## config.mk

```make
export PLATFORM = sky130hd
export DESIGN_NAME = hwloop_ctrl
export DESIGN_NICKNAME = d
export VERILOG_FILES = /design/src/rtl/hwloop_pkg.sv /design/src/rtl/hwloop_setup_calc.sv /design/src/rtl/hwloop_end_detect.sv /design/src/rtl/hwloop_regfile.sv /design/src/rtl/hwloop_redirect.sv /design/src/rtl/hwloop_ctrl.sv
export SDC_FILE = /design/constraint.sdc
export NUM_CORES = 1
export LEC_CHECK = 0
export ABC_CLOCK_PERIOD_IN_PS = 3600
export BUFFER_PORTS_ARGS = -buffer_cell sky130_fd_sc_hd__buf_4
export CELL_PAD_IN_SITES_DETAIL_PLACEMENT = 1
export CELL_PAD_IN_SITES_GLOBAL_PLACEMENT = 1
export CORE_ASPECT_RATIO = 1.75
export CORE_MARGIN = 3
export CORE_UTILIZATION = 42
export CTS_CLUSTER_SIZE = 14
export DETAILED_ROUTE_END_ITERATION = 7
export PLACE_DENSITY = 0.81
export SLEW_MARGIN = 10
export SYNTH_ARGS = -nofsm -noshare
export SYNTH_HDL_FRONTEND = slang
export SYNTH_HIERARCHICAL = 1
export SYNTH_SLANG_ARGS = --single-unit
```

## constraint.sdc

```tcl
create_clock -name clk -period 3.6 [get_ports clk]
set_input_delay 0.36 -clock clk [delete_from_list [all_inputs] [get_ports clk]]
set_output_delay 0.36 -clock clk [all_outputs]
set_load 0.05 [all_outputs]
```

## src/rtl/hwloop_pkg.sv

```systemverilog
package hwloop_pkg;
  typedef enum logic [1:0] {
    KIND_ALWAYS  = 2'd0,
    KIND_IFZERO  = 2'd1,
    KIND_IFNPOS  = 2'd2,
    KIND_RSVD    = 2'd3
  } setup_kind_e;

  localparam int NUM_LREGS = 3;
  localparam logic [1:0] SR_BEGIN = 2'd0;
  localparam logic [1:0] SR_END   = 2'd1;
  localparam logic [1:0] SR_COUNT = 2'd2;
endpackage

```

## src/rtl/hwloop_setup_calc.sv

```systemverilog
module hwloop_setup_calc #(
  parameter int ADDR_W   = 32,
  parameter int IMM_W    = 8,
  parameter int INSN_LEN = 4
) (
  input  logic [1:0]        kind,
  input  logic [ADDR_W-1:0] pc,
  input  logic [ADDR_W-1:0] next_pc,
  input  logic [IMM_W-1:0]  imm,
  input  logic [ADDR_W-1:0] src,
  output logic [ADDR_W-1:0] begin_val,
  output logic [ADDR_W-1:0] end_val,
  output logic [ADDR_W-1:0] count_val,
  output logic              skip
);
  import hwloop_pkg::*;
  localparam logic [ADDR_W-1:0] LEN_EXT = ADDR_W'(INSN_LEN);
  localparam logic [ADDR_W-1:0] ONE     = ADDR_W'(1);

  logic src_zero;
  logic src_neg;

  assign begin_val = next_pc;
  assign end_val   = pc + {{(ADDR_W-IMM_W){1'b0}}, imm} + LEN_EXT;
  assign count_val = src - ONE;
  assign src_zero  = (src == '0);
  assign src_neg   = src[ADDR_W-1];

  always_comb begin
    unique case (setup_kind_e'(kind))
      KIND_IFZERO: skip = src_zero;
      KIND_IFNPOS: skip = src_zero | src_neg;
      default:     skip = 1'b0;
    endcase
  end
endmodule

```

## src/rtl/hwloop_end_detect.sv

```systemverilog
module hwloop_end_detect #(
  parameter int ADDR_W = 32
) (
  input  logic              retire_valid,
  input  logic              retire_taken,
  input  logic              excm,
  input  logic [ADDR_W-1:0] retire_next_pc,
  input  logic [ADDR_W-1:0] end_q,
  input  logic [ADDR_W-1:0] count_q,
  output logic              loop_hit,
  output logic [ADDR_W-1:0] count_dec
);
  logic seq_retire;
  logic at_end;
  logic more_left;

  assign seq_retire = retire_valid & ~retire_taken;
  assign at_end     = (retire_next_pc == end_q);
  assign more_left  = (count_q != '0);
  assign loop_hit   = seq_retire & at_end & more_left & ~excm;
  assign count_dec  = count_q - ADDR_W'(1);
endmodule

```

## src/rtl/hwloop_regfile.sv

```systemverilog
module hwloop_regfile #(
  parameter int ADDR_W = 32
) (
  input  logic              clk,
  input  logic              rst,
  input  logic              setup_en,
  input  logic [ADDR_W-1:0] setup_begin,
  input  logic [ADDR_W-1:0] setup_end,
  input  logic [ADDR_W-1:0] setup_count,
  input  logic              dec_en,
  input  logic [ADDR_W-1:0] dec_val,
  input  logic              wr_en,
  input  logic [1:0]        wr_sel,
  input  logic [ADDR_W-1:0] wr_data,
  input  logic [1:0]        rd_sel,
  output logic [ADDR_W-1:0] rd_data,
  output logic [ADDR_W-1:0] begin_q,
  output logic [ADDR_W-1:0] end_q,
  output logic [ADDR_W-1:0] count_q
);
  import hwloop_pkg::*;

  logic [ADDR_W-1:0] regs_q   [NUM_LREGS];
  logic [ADDR_W-1:0] setup_v  [NUM_LREGS];

  assign setup_v[SR_BEGIN] = setup_begin;
  assign setup_v[SR_END]   = setup_end;
  assign setup_v[SR_COUNT] = setup_count;

  for (genvar g = 0; g < NUM_LREGS; g++) begin : g_lreg
    localparam logic [1:0] IDX = 2'(g);
    logic wr_hit;
    logic dec_here;
    assign wr_hit   = wr_en && (wr_sel == IDX);
    if (g == int'(SR_COUNT)) begin : g_cnt
      assign dec_here = dec_en;
    end else begin : g_nocnt
      assign dec_here = 1'b0;
    end

    always_ff @(posedge clk) begin
      if (rst)           regs_q[g] <= '0;
      else if (wr_hit)   regs_q[g] <= wr_data;
      else if (setup_en) regs_q[g] <= setup_v[g];
      else if (dec_here) regs_q[g] <= dec_val;
    end
  end

  assign begin_q = regs_q[SR_BEGIN];
  assign end_q   = regs_q[SR_END];
  assign count_q = regs_q[SR_COUNT];

  always_comb begin
    unique case (rd_sel)
      SR_BEGIN: rd_data = begin_q;
      SR_END:   rd_data = end_q;
      SR_COUNT: rd_data = count_q;
      default:  rd_data = '0;
    endcase
  end
endmodule

```

## src/rtl/hwloop_redirect.sv

```systemverilog
module hwloop_redirect #(
  parameter int ADDR_W = 32
) (
  input  logic              clk,
  input  logic              rst,
  input  logic              skip,
  input  logic [ADDR_W-1:0] skip_target,
  input  logic              loop_hit,
  input  logic [ADDR_W-1:0] loop_target,
  output logic              redir_valid,
  output logic [ADDR_W-1:0] redir_target
);
  always_ff @(posedge clk) begin
    if (rst) begin
      redir_valid  <= 1'b0;
      redir_target <= '0;
    end else begin
      redir_valid <= skip | loop_hit;
      if (skip)          redir_target <= skip_target;
      else if (loop_hit) redir_target <= loop_target;
    end
  end
endmodule

```

## src/rtl/hwloop_ctrl.sv

```systemverilog
module hwloop_ctrl #(
  parameter int ADDR_W   = 32,
  parameter int IMM_W    = 8,
  parameter int INSN_LEN = 4
) (
  input  logic              clk,
  input  logic              rst,
  input  logic              setup_valid,
  input  logic [1:0]        setup_kind,
  input  logic [ADDR_W-1:0] setup_pc,
  input  logic [ADDR_W-1:0] setup_next_pc,
  input  logic [IMM_W-1:0]  setup_imm,
  input  logic [ADDR_W-1:0] setup_src,
  input  logic              retire_valid,
  input  logic              retire_taken,
  input  logic [ADDR_W-1:0] retire_next_pc,
  input  logic              excm,
  input  logic              sr_wr_en,
  input  logic [1:0]        sr_wr_sel,
  input  logic [ADDR_W-1:0] sr_wr_data,
  input  logic [1:0]        sr_rd_sel,
  output logic [ADDR_W-1:0] sr_rd_data,
  output logic              redir_valid,
  output logic [ADDR_W-1:0] redir_target
);
  logic [ADDR_W-1:0] new_begin, new_end, new_count;
  logic              kind_skip, skip;
  logic [ADDR_W-1:0] begin_q, end_q, count_q, count_dec;
  logic              loop_hit;

  hwloop_setup_calc #(.ADDR_W(ADDR_W), .IMM_W(IMM_W), .INSN_LEN(INSN_LEN)) setup_i (
    .kind(setup_kind), .pc(setup_pc), .next_pc(setup_next_pc), .imm(setup_imm),
    .src(setup_src), .begin_val(new_begin), .end_val(new_end),
    .count_val(new_count), .skip(kind_skip)
  );
  assign skip = setup_valid & kind_skip;

  hwloop_end_detect #(.ADDR_W(ADDR_W)) detect_i (
    .retire_valid(retire_valid), .retire_taken(retire_taken), .excm(excm),
    .retire_next_pc(retire_next_pc), .end_q(end_q), .count_q(count_q),
    .loop_hit(loop_hit), .count_dec(count_dec)
  );

  hwloop_regfile #(.ADDR_W(ADDR_W)) regs_i (
    .clk(clk), .rst(rst), .setup_en(setup_valid), .setup_begin(new_begin),
    .setup_end(new_end), .setup_count(new_count), .dec_en(loop_hit),
    .dec_val(count_dec), .wr_en(sr_wr_en), .wr_sel(sr_wr_sel),
    .wr_data(sr_wr_data), .rd_sel(sr_rd_sel), .rd_data(sr_rd_data),
    .begin_q(begin_q), .end_q(end_q), .count_q(count_q)
  );

  hwloop_redirect #(.ADDR_W(ADDR_W)) redir_i (
    .clk(clk), .rst(rst), .skip(skip), .skip_target(new_end),
    .loop_hit(loop_hit), .loop_target(begin_q),
    .redir_valid(redir_valid), .redir_target(redir_target)
  );
endmodule

```

==> results.md <==
- Status: finished, final reports clean
- R2R cell count: 9
- Die width: 123 µm
- Seq/Total Area, Yosys: 35.3%
- RSZ-0062 raised after global routing: false
- Layout Cells excl Fill: 1473
- Final setup fails: 0
- Largest net degree at the start of global routing: 40
- Accumulated negative setup slack: 0 ns
- Met1 Routed Length: 13.4 mm
- Port Buffers: 245
- Synthesis-to-finish area growth: 24.1%
- Antenna Nets Post-Route: 0
- Pre-CTS worst setup slack: 0.292 ns
- Initial DRC Count: 785
- Share of layout cells above drive strength 1: 35.8%
- Ys async rst share: 0%
- Setup Buffers After CTS: 0
- Longest Clk Path Bufs: 2
- GRT Util Overall: 29.7%
- Vias per Instance: 6.15
- Core outline area: 23400 µm²
- Antenna violations before repair: 0
- Synth warn: 6
- Drt first pass iters: 5
- Crit path DAT: 3.50 ns
- Net count after synthesis: 1179
- Crit path launch type: flop
- Clock Skew: 0.0102 ns
- WP buf/inv: 1
- Vias in the first global route: 9809
- WL met2: 19.5 mm
- DR vias: 9056
- Row cnt: 74
- Post-route minimum period: 3.36 ns
- IO Count: 246
- Clock Sinks: 129
- Mapped cell area: 10000 µm²
- WL met3: 2.40 mm
- Worst-Skew Late Latency: 0.42 ns
- EDFF count, synth: 96
- Clock-pin transition on the worst setup and hold timing paths: 0.06 ns
- Final RePlAce weighted congestion: 0.890
- Root buffer cell: clkbuf_16
- #FFs+latches synth: 129
- Period utilization: 93.4%
- Max_cap viols: 0
- Power density cells: 397 nW/µm²
- Die height: 210 µm
- Detailed-route DRC error count: 0
- Diode count: 0
- Commonest register cell after synthesis: edfxtp_1
- Critical path class: reg2reg
- Nets: 1359
- CP required: 3.74 ns
- Syn_area_per_cell: 10.3 µm²
- Overall power: 4.94 mW
- # placed instances: 1441
- Worst Max-Slew Pin Slew: 1.00 ns
- First-pass GRT wire length: 57.3 mm
- Peak Freq: 0.297 GHz
- Routed wire length per instance: 26.3 µm
- CP peak stage delay: 0.67 ns
- Mapped Cells: 976
- CTS resizes: 0
- Setup WS post-layout: 0.238 ns
- Hold-fix buffer count after cts: 0
- Leakage power: 4.95 nW
- Slew HR: 33.3%
- Worst vdd ir: 0.310 mV
- Element type at the critical path end: flop
- Starting Density: 42.8%
- Total CTS buffers: 17
- Worst min-delay path category: in2reg
- Number of cells on the critical path: 9
- Hpwl dp: 28.8 mm
- Crit-path slowest cell: or4b_2
- Hold depth: 2
- Synth cell types: 64
- Max FO, Critical Path: 32
- Crit path max-delay family: simple AND/OR/NAND/NOR gates
- Worst path cell trace: xor2_1 > or4b_2 > nor4_1 > nand3_1 > a31oi_4 > or3b_1 > buf_4 > nor3_1 > a311oi_2
- GR Overflow Total: 0
- CTS tree: yes
- H-tree level count: 4
- Die area: 25800 µm²
- Max-slew violation count: 0
- Final hold vios: 0
- Wire length after detailed routing: 38.8 mm
- Top Metal Used: met4
- Worst R2R Setup Slack: 0.24 ns
[routing by layer]
| layer | track usage (%) | vias up |
|---|---|---|
| met5 | 0 | - |
| li1 | - | 4018 |
| met3 | 4.16 | 139 |
| met1 | 32.3 | 4429 |
| met2 | 51.3 | 470 |
| met4 | 22.4 | 0 |
[cell families (layout without fill, tap and decap cells)]
| kind of cell | after synthesis | after routing | share of synthesized area (%) |
|---|---|---|---|
| AND/OR/NAND/NOR | 303 | 303 | 18.7 |
| AO/OA/AOI/OAI | 221 | 221 | 19.2 |
| flip-flops | 129 | 129 | 35.3 |
| buffers and inverters | 122 | 315 | 7.48 |
| XOR/XNOR | 115 | 115 | 10.0 |
| multiplexers | 64 | 64 | 6.39 |
| adder cells (fa/ha/maj) | 22 | 22 | 2.82 |
[metrics by stage]
step | area [µm²] | util (%) | hold WS (ns)
floorplan | 10000 | - | 0.569
global placement | 11800 | 50.4 | 0.565
detailed placement | 11800 | 50.4 | 0.575
CTS | 12400 | 53.1 | 0.210
global route | 12400 | 53.1 | 0.219
finish | 12400 | 53.1 | 0.220
[cells in the final DEF (no fill, tap or decap), types with 21 or more instances in the layout]
master    netlist  final
a211oi_2       29     29
a22o_1         64     64
a311oi_2       27     27
buf_4          37    262
dfxtp_1        33     33
edfxtp_1       96     96
ha_1           21     21
mux2i_1        64     64
nand2_1        55     55
nand4_1        47     47
nor2_1         30     30
nor2b_1        34     33
nor3_1         22     22
nor3_2         37     35
o21ai_0        50     48
xnor2_1        69     69
xor2_1         46     46
[synth_stat cells (20+ instances only)]
cell type | instances | share of area, %
nand4_1 | 47 | 2.9
buf_4 | 37 | 2.8
xor2_1 | 46 | 4.0
nor2_1 | 30 | 1.1
edfxtp_1 | 96 | 29
nor3_1 | 22 | 1.1
mux2i_1 | 64 | 6.4
buf_2 | 34 | 1.7
dfxtp_1 | 33 | 6.6
o21ai_1 | 20 | 1.0
a22o_1 | 64 | 5.6
nor3_2 | 37 | 3.7
o21ai_0 | 50 | 2.5
nor2b_1 | 34 | 2.1
clkbuf_1 | 20 | 0.75
ha_1 | 21 | 2.6
nand2_1 | 55 | 2.1
a211oi_2 | 29 | 3.6
nand3_1 | 20 | 1.0
a311oi_2 | 27 | 4.0
xnor2_1 | 69 | 6.0
[power by group]
| group | internal (mW) | switching, mW | total [mW] |
|---|---|---|---|
| registers | 1.74 | 0.118 | 1.86 |
| clock network | 1.16 | 0.720 | 1.88 |
| logic | 0.455 | 0.749 | 1.20 |
| total | 3.35 | 1.59 | 4.94 |
[path summary, 6_finish.rpt]
path	from	to
worst max-delay path	regs_i/regs_q[1][20]	regs_i/regs_q[2][0]
worst min register to register	redir_i/redir_target[24]	redir_i/redir_target[24]
worst min-delay path	setup_next_pc[2]	regs_i/regs_q[0][2]
worst max register to register	regs_i/regs_q[1][20]	regs_i/regs_q[2][0]
[cell type report]
type                    count  area (µm²)
clock buffers              21         504
clock inverters            11         135
fillers                  2610       11000
inverters                  17        63.8
multi-input cells         725        5770
flip-flops and latches    129        3540
well taps                 304         380
repair buffers            266        2050
[sequential cells by signal, summed over array words and instances (netlist names)]
name	count
redir_i/redir_target	32
redir_i/redir_valid	1
regs_i/regs_q	96
No activity file was read; power rests on OpenSTA's default activity.
